### src/rtl/mezz_cycle_gate.sv
module mezz_cycle_gate #(
  parameter int REC_W = 4
) (
  input  logic             clk,
  input  logic             rst_n,
  input  logic             cyc_start,
  input  logic [1:0]       cyc_slot,
  input  logic [1:0]       cyc_kind,
  input  logic [1:0]       snoop_ctl,
  input  logic             mem_inhibit,
  input  logic             peer_ack,
  input  logic             peer_err,
  input  logic             slot_done,
  input  logic [1:0]       pair_double,
  input  logic             cfg_we,
  input  logic [1:0]       cfg_slot,
  input  logic             cfg_wide,
  input  logic [REC_W-1:0] cfg_recov,
  output logic [3:0]       slot_start,
  output logic [1:0]       start_kind,
  output logic             start_wide,
  output logic             abandon,
  output logic             busy
);
  localparam int NSLOT = 4;

  typedef enum logic [1:0] {S_IDLE, S_SNOOP, S_RECOV, S_ACTIVE} st_t;
  st_t st;

  logic [1:0]       tgt, kind_q;
  logic [NSLOT-1:0] wide_q;
  logic [REC_W-1:0] recov_q [NSLOT];
  logic [REC_W-1:0] rec_cnt [NSLOT];

  wire [1:0] mapped      = pair_double[cyc_slot[1]] ? {cyc_slot[1], 1'b0} : cyc_slot;
  wire       clear_to_go = (snoop_ctl == 2'b00) || !mem_inhibit;
  wire       peer_term   = peer_ack || peer_err;
  wire       rec_free    = (rec_cnt[tgt] == '0);
  wire       finishing   = (st == S_ACTIVE) && slot_done;

  assign busy       = (st != S_IDLE);
  assign start_kind = kind_q;
  assign start_wide = wide_q[tgt];

  always_ff @(posedge clk or negedge rst_n) begin
    if (!rst_n) begin
      wide_q <= '1;
      for (int i = 0; i < NSLOT; i++) recov_q[i] <= '0;
    end else if (cfg_we) begin
      wide_q[cfg_slot]  <= cfg_wide;
      recov_q[cfg_slot] <= cfg_recov;
    end
  end

  always_ff @(posedge clk or negedge rst_n) begin
    if (!rst_n) begin
      for (int i = 0; i < NSLOT; i++) rec_cnt[i] <= '0;
    end else begin
      for (int i = 0; i < NSLOT; i++) begin
        if (finishing && tgt == 2'(i))
          rec_cnt[i] <= recov_q[i];
        else if (rec_cnt[i] != '0)
          rec_cnt[i] <= rec_cnt[i] - REC_W'(1);
      end
    end
  end

  always_ff @(posedge clk or negedge rst_n) begin
    if (!rst_n) begin
      st         <= S_IDLE;
      tgt        <= '0;
      kind_q     <= '0;
      slot_start <= '0;
      abandon    <= 1'b0;
    end else begin
      slot_start <= '0;
      abandon    <= 1'b0;
      case (st)
        S_IDLE: if (cyc_start) begin
          tgt    <= mapped;
          kind_q <= cyc_kind;
          st     <= S_SNOOP;
        end
        S_SNOOP: begin
          if (clear_to_go) begin
            if (rec_free) begin
              slot_start <= 4'(1) << tgt;
              st         <= S_ACTIVE;
            end else begin
              st <= S_RECOV;
            end
          end else if (peer_term) begin
            abandon <= 1'b1;
            st      <= S_IDLE;
          end
        end
        S_RECOV: if (rec_free) begin
          slot_start <= 4'(1) << tgt;
          st         <= S_ACTIVE;
        end
        S_ACTIVE: if (slot_done) st <= S_IDLE;
        default: st <= S_IDLE;
      endcase
    end
  end
endmodule

### config.mk
export PLATFORM = sky130hd
export DESIGN_NAME = mezz_cycle_gate
export DESIGN_NICKNAME = d
export VERILOG_FILES = /design/src/rtl/mezz_cycle_gate.sv
export SDC_FILE = /design/constraint.sdc
export NUM_CORES = 1
export LEC_CHECK = 0
export BUFFER_PORTS_ARGS = -buffer_cell sky130_fd_sc_hd__clkbuf_2
export CORE_UTILIZATION = 30
export CTS_CLUSTER_SIZE = 40
export DETAILED_ROUTE_END_ITERATION = 12
export GPL_TIMING_DRIVEN = 0
export SYNTH_ARGS = -nofsm -noshare
export SYNTH_HDL_FRONTEND = slang
export SYNTH_SLANG_ARGS = --single-unit
### constraint.sdc
create_clock -name clk -period 4.6 [get_ports clk]
set_input_delay 0.46 -clock clk [delete_from_list [all_inputs] [get_ports clk]]
set_output_delay 0.46 -clock clk [all_outputs]
set_load 0.02 [all_outputs]
Yosys cells after proc, flatten, opt, wreduce, memory -nomap -nowiden --
Index checks and enable logic that the tools add are counted.
Cells by class: shifts and indexed selects 1, equal/unequal tests 10, add/subtract/negate cells 4, reduce and logical (&&, ||, !) cells 25, bitwise logic cells 2, $lt $le $gt $ge 7, mux-type cells 35
Operators by type and width (number):
- $mux W4 | 13
- $bwmux W16 | 1
- $reduce_bool A4 Y1 | 4
- $sub A4 B1 Y4 const B | 4
- $mux W2 | 5
- $reduce_bool A2 Y1 | 5
- $mux W1 | 9
- $bmux W4 S2 | 1
- $demux W4 S2 | 1
- $eq A2 B2 Y1 const B | 4
- $pmux W2 S4 | 1
- $pmux W4 S2 | 1
- $logic_and A1 B1 Y1 | 7
- $ge A3 B3 Y1 const B | 2
- $logic_not A2 Y1 | 3
- $lt A2 B3 Y1 const B | 2
- $ne A2 B2 Y1 const B | 3
- $not A2 Y3 | 2
- $bwmux W4 | 1
- $eq A2 B1 Y1 const B | 2
- $logic_not A4 Y1 | 1
- $reduce_and A4 Y1 | 1
- $shl A1 B2 Y4 const A | 1
- $lt A3 B1 Y1 const B | 1
- other kinds (8) | 9
Storage, ports and cells: register bits after elaboration 47, logic and storage cells 98, bits of input ports 23, output and inout bits 9

Logic depth before layout (Yosys ltp) --
Gate-level depths: netlist of run 1.
word-level depth 8, mapped depth 6, mapped depth without buffers 6

Worst setup path before layout of run 1 --
OpenSTA, ideal clock, no wires.
path kind register -> register, from register rec_cnt[2] (netlist name), to register with a tool-made name, path slack 2501 ps, arrival time 1975 ps, required time 4475 ps, path buffers 0, clock period less this slack 2099 ps, cell stages (with the launch flop) 5, setup time 125 ps, path through dfrtp_1 or4_1 mux4_2 a211oi_1 mux2_2
RTL lines:
- start, declared | RTL line 33 | logic [REC_W-1:0] rec_cnt [NSLOT];
- start signal, assigned by index | RTL line 61 | rec_cnt[i] <= recov_q[i];
- start signal, assigned by index | RTL line 63 | rec_cnt[i] <= rec_cnt[i] - REC_W'(1);

Worst setup path after layout of run 1 --
from register tgt[0], to output start_wide
Between the ends: longest elaborated chain between the ends 2
Ends and longest elaborated chain:
- start, declared | RTL line 30 | logic [1:0] tgt, kind_q;
- start signal, assigned | RTL line 80 | tgt <= mapped;
- $bmux W1 S2 | RTL line 43 | assign start_wide = wide_q[tgt];
- $mux W1 (not written as such) | RTL line 43
- end, declared | RTL line 21 | output logic start_wide,
No other way between the ends. The select of a mux whose other input is x is not followed.

==> summary.md, run 1 <==
| Metric | Value |
|---|---|
| FMAX | 441 MHz |
| Initial drt markers | 80 |
| TritonCTS Sinks | 47 |
| Port Buf Inserts | 31 |
| Slew headroom | 0.230 |
| Worst EP required | between 4 and 5 ns |
| Routed len/inst | approximately 13 µm |
| Max-slew violations | 0 |
| EDFF count, synth | 0 |
| Root buf cell | clkbuf_8 |
| Pleak | 1.21 nW |
| Maximum vdd drop | roughly 0.27 mV |
| Crit. Startpoint | tgt[0] |
| Max Cap Viol | 0 |
| WP data arrival | 1.81 ns |
| Fin cells | 339 |
| Largest net degree at the start of global routing | 48 |
| Residual DRC | 0 |
| Final worst slack | 2.33 ns |
| Via Count | between 1.5k and 2k |
| CTS Buf Count | 5 |
| Final setup fails | 0 |
| Worst-path clk slew | 0.09 ns |
| Placeable Area | 7410 µm² |
| Antenna Cells | 0 |
| Clock share of power | 0.161 |
| Ys async rst share | 1.00 |
| Std cell rows | 31 |
| Nets | 275 |
| Starting Density | 0.316 |
| CTS tree | yes |
| Placed cell count | 331 |
| GRT overflow | 0 |
| Die X | 90.4 µm |
| Routability cong. | 0.725 |
| Pwr dens | ~570 nW/µm² |
| Drt via density | between 4 and 5 |
| Post-Synthesis Cell Area | roughly 2300 µm² |
| Post-DP HPWL | 3270 µm |
| Register area share after synthesis | 0.504 |
| Pre-CTS setup slack | 2.34 ns |
| Die height | roughly 90 µm |
| Clock tree buffer depth | 2 |
| Reg-to-Reg Start | rec_cnt[4] |
| Hold_buf cts | 0 |
| Register share of total power | 0.427 |
| Critical path endpoint category | output pin |
| Switching Power | 0.000558 W |
| Setup_tns | 0 ns |
| Placed Area | 2620 µm² |
| Drt total wl | 4350 µm |
| Combinational fraction of design power | 0.411 |
| Cells after Synth | 201 |
| Post-synth top flop | dfrtp_1 |
| Syn. warnings | 0 |
| Number of I/O pins | 32 |
| Setup bufs post-CTS | 0 |
| Post-CTS Resized | 0 |
| Clock Skews | 0.00868 ns |
| Startpoint type of the worst setup path | register |
| DR pass1 iterations | 4 |
| Initial antenna violation count | 0 |
| Sw frac | 0.363 |
| CTS H-Tree Depth | 2 |
| Vias in the first global route | 1581 |
| Final ANT Viol Nets | 0 |
| Share of cells above drive strength 1 | 0.333 |
| Slew @ Worst Pin | ~1.2 ns |
| Most frequent cells in the layout | dfrtp_1, clkbuf_2, mux2_2, a21oi_1 |
| Int Pwr | 0.000979 W |
| Worst-skew pair later-pin latency | 0.30 ns |
| Hold Fails Final Rpt | 0 |
| Post-Syn Nets | 237 |
| Top-area cell type share of the netlist area | 0.459 |
| CP max FO | 10 |
| Slack of the worst reg-to-reg path | 2.33 ns |
| Area Growth Syn to Fin | 15.5% |
| Unrepaired setup endpoints after global routing | no |
| Synthesized flop and latch total | 47 |
| Min-Delay Path Class | in2async |
| Die footprint | a little over 8000 µm² |
| Syn Area/Cell | 11.7 µm² |
| Fin crit period | 2.27 ns |
| Top cells by area, synth | dfrtp_1, mux2_2, ha_1 |
| Unique masters post-synth | 36 |
| Status | completed |
| Dominant cell type by area after synthesis | dfrtp_1 |
| Commonest non-fill, non-tap cell in the layout | dfrtp_1 |
| WS Path Type | reg2out |
| Post-route cell area | 2710 µm² |
| First-pass GRT wire length | between 7000 and 8000 µm |
| Gr usage total | 0.113 |
| Tcrit/Tclk final | 0.493 |
## through the flow
stage | power, W | util | hold WS [ns]
after floorplan | 0.00115 | - | 0.164
after global placement | 0.00128 | 0.354 | 0.463
after detailed placement | 0.00130 | 0.354 | 0.470
after CTS | 0.00155 | 0.365 | 0.381
after global routing | 0.00168 | 0.365 | 0.380
final | 0.00154 | 0.365 | 0.374
## sequential cells by signal (all words and copies together), names as in the netlist, named ones only
| signal | count |
|---|---|
| abandon | 1 |
| rec_cnt | 16 |
| recov_q | 16 |
| slot_start | 4 |
| st | 1 |
| start_kind | 2 |
| tgt | 2 |
| wide_q | 4 |
## critical path: stages (launching register included)
cell and delay (ns):
dfrtp_1 0.37, clkbuf_1 0.38, mux4_2 0.58, clkbuf_2 0.17
## logic make-up (layout without fill, tap and decap cells)
logic type | after synthesis | after routing | synth area share
buffers and inverters | 14 | 53 | 0.0224
multiplexers | 31 | 31 | 0.158
AND/OR/NAND/NOR | 58 | 58 | 0.144
adder cells (fa/ha/maj) | 13 | 13 | 0.0694
AO/OA/AOI/OAI | 30 | 30 | 0.0721
XOR/XNOR | 8 | 8 | 0.0299
flip-flops | 47 | 47 | 0.504
## area by class of cell
cell class                 count  area (µm²)
tap                           99         124
buffer                         2        7.51
clock buffer                   6        72.6
fill                         744        4700
clock inverter                 2        12.5
sequential                    47        1180
inverter                      12        45.0
multi-input combinational    140        1110
timing repair buffer          31         155
## metal layers
layer | part of all wire | vias up | routed length [µm] | GRT usage
li1 | - | 791 | - | -
met1 | 0.47 | 777 | 2050 | 0.147
met2 | 0.49 | 17 | 2140 | 0.187
met3 | 0.031 | 5 | 136 | 0.0328
met4 | 0.0062 | 0 | 27 | 0.0242
met5 | 0 | - | 0 | 0
## Yosys cell counts (3+ instances only)
| cell type | number |
|---|---|
| nor3_1 | 5 |
| inv_1 | 12 |
| dfstp_2 | 4 |
| or4_1 | 4 |
| dfrtp_1 | 43 |
| nand2_1 | 11 |
| a21oi_1 | 16 |
| xnor2_1 | 6 |
| ha_1 | 13 |
| nor3b_1 | 3 |
| or3_1 | 4 |
| nor2_1 | 13 |
| mux2_2 | 28 |
| o21ai_0 | 8 |
## path summary, 6_finish.rpt
path,to,cells past startpoint
worst min register to register,rec_cnt[14],2
worst min-delay path,rec_cnt[7],1
worst max-delay path,start_wide,3
worst max register to register,register,4
min in group clk,start_kind[0],2
max in group asynchronous,rec_cnt[13],1
## power groups by stage
stage / Sequential (W) / Clock [W] / Combinational [W]
floorplan: 0.000652 / 0 / 0.000494
finish: 0.000657 / 0.000248 / 0.000632
CTS: 0.000658 / 0.000254 / 0.000641
detailed placement: 0.000665 / 0 / 0.000639
global route: 0.000680 / 0.000273 / 0.000723
global placement: 0.000662 / 0 / 0.000619
No activity file was read; power rests on OpenSTA's default activity.
==> run 2: changes to the inputs <==
- clock period: 4.6 -> 1.9 ns (I/O delays scaled with it)
==> summary.md, run 2 (synthesis results as in run 1) <==
| Metric | Value |
|---|---|
| Nets | about 280 |
| Worst-skew pair later-pin latency | 0.30 ns |
| Number of I/O pins | 32 |
| Clock Skews | 0.00859 ns |
| Hold Fails Final Rpt | 0 |
| Routed len/inst | 12.8 µm |
| Pleak | 1.28 nW |
| Max-slew violations | 0 |
| Status | finished with violations |
| CTS Buf Count | 5 |
| Slew headroom | 0.250 |
| Placed cell count | roughly 330 |
| TritonCTS Sinks | 47 |
| Sequential cell area | 1180 µm² |
| Setup_tns | -1.22 ns |
| Maximum vdd drop | 0.392 mV |
| Biggest regs | rec_cnt x16, recov_q x16 |
| Std cell rows | 31 |
| Routability cong. | roughly 0.74 |
| Post-route cell area | 2830 µm² |
| Tcrit/Tclk final | 1.13 |
| Die height | 90.4 µm |
| Initial drt markers | 75 |
| Failing checks | negative setup slack |
| CTS tree | yes |
| Slew @ Worst Pin | 1.12 ns |
| Placeable Area | around 7400 µm² |
| FMAX | 467 MHz |
| Max Cap Viol | 0 |
| Fillcell total | slightly above 700 |
| Final setup fails | 6 |
| CTS H-Tree Depth | 2 |
| Placed Area | 2630 µm² |
| Via Count | ~1.6k |
| Min-Delay Path Class | in2async |
| Die footprint | 8170 µm² |
| Largest net degree at the start of global routing | 48 |
| Commonest non-fill, non-tap cell in the layout | dfrtp_1 |
| Initial antenna violation count | 0 |
| Starting Density | 0.316 |
| Worst-path clk slew | 0.08 ns |
| Drt total wl | 4460 µm |
| Reg-to-Reg Start | rec_cnt[4] |
| Post-DP HPWL | 3290 µm |
| Startpoint type of the worst setup path | register |
| DR pass1 iterations | 4 |
| CP max FO | 4 |
| Pre-CTS setup slack | -0.326 ns |
| Antenna Cells | 0 |
| Drt via density | approximately 4.7 |
| Port Buf Inserts | 31 |
| Vias in the first global route | 1599 |
| Most frequent cells in the layout | dfrtp_1, clkbuf_2, mux2_2, a21oi_1 |
| Root buf cell | clkbuf_8 |
| Worst EP required | between 2 and 2.5 ns |
| Slack of the worst reg-to-reg path | -0.24 ns |
| WP data arrival | 2.37 ns |
| Residual DRC | 0 |
| Share of cells above drive strength 1 | 0.382 |
| Clock tree buffer depth | 2 |
| Area Growth Syn to Fin | 20.9% |
| Die X | between 90 and 100 µm |
| Unrepaired setup endpoints after global routing | yes |
| Fin crit period | 2.14 ns |
| GRT overflow | 0 |
| Fin cells | around 350 |
| Pwr dens | 1440 nW/µm² |
| Gr usage total | 0.118 |
| Final ANT Viol Nets | 0 |
| Final worst slack | -0.243 ns |
| Crit. Startpoint | rec_cnt[4] |
| Fin Hold WS | 0.0958 ns |
| Critical path endpoint category | register |
| WS Path Type | reg2reg |
| First-pass GRT wire length | 7730 µm |
| Multi-input logic area | between 1000 and 1500 µm² |
-- run 2: cell count changes in the layout (fill, tap and decap cells not counted), sizes merged --
cell / previous run / this run
clkinvlp: 1 / 0
clkinv: 1 / 0
buf: 0 / 10
bufinv: 0 / 1
-- run 2: worst paths after layout --
path / end / depth (start not counted)
min in group clk: tgt[0] / 3
worst max-delay path: slot_start[1] / 4
worst min register to register: rec_cnt[14] / 2
worst min-delay path: abandon / 1
max in group asynchronous: rec_cnt[3] / 1
worst max register to register: slot_start[1] / 4
-- run 2: per-layer routing --
metal | up-vias | part of all wire | GRT usage
li1 | 805 | - | -
met1 | 796 | 0.44 | 0.148
met2 | 15 | 0.52 | 0.204
met3 | 7 | 0.021 | 0.0210
met4 | 0 | 0.016 | 0.0444
met5 | - | 0 | 0
-- run 2: power by group --
part | internal, W | total, W | switching (W)
sequential | 0.00135 | 0.00157 | 0.000226
clock | 0.000394 | 0.000712 | 0.000318
combinational | 0.000923 | 0.00180 | 0.000873
-- run 2: cell type report --
type / count / share of cell area
repair buffers: 40 / 0.0799
plain buffers: 2 / 0.00309
clock inverters: 1 / 0.0106
clock buffers: 7 / 0.0269
well taps: 99 / 0.0437
flip-flops and latches: 47 / 0.417
multi-input cells: 140 / 0.403
inverters: 12 / 0.0159
-- run 2: metrics by stage --
stage               utilization  total power (W)
detailed placement        0.355          0.00317
global route              0.382          0.00442
global placement          0.355          0.00311
finish                    0.382          0.00408
floorplan                     -          0.00279
CTS                       0.379          0.00408
-- run 2: worst max-delay path: stages (launching register included) --
cell	delay, ns
dfrtp_1	0.39
or4_1	0.53
mux4_2	0.53
or3b_4	0.44
nor3b_2	0.18
-- run 2: what timing repair did --
| action | CTS | global route |
|---|---|---|
| gates cloned | 0 | 0 |
| gates resized for setup | 6 | 3 |
| pin swaps | 4 | 2 |
| hold buffers | 0 | 0 |
| buffers inserted | 7 | 2 |
| endpoints found under the setup margin | 7 | 8 |
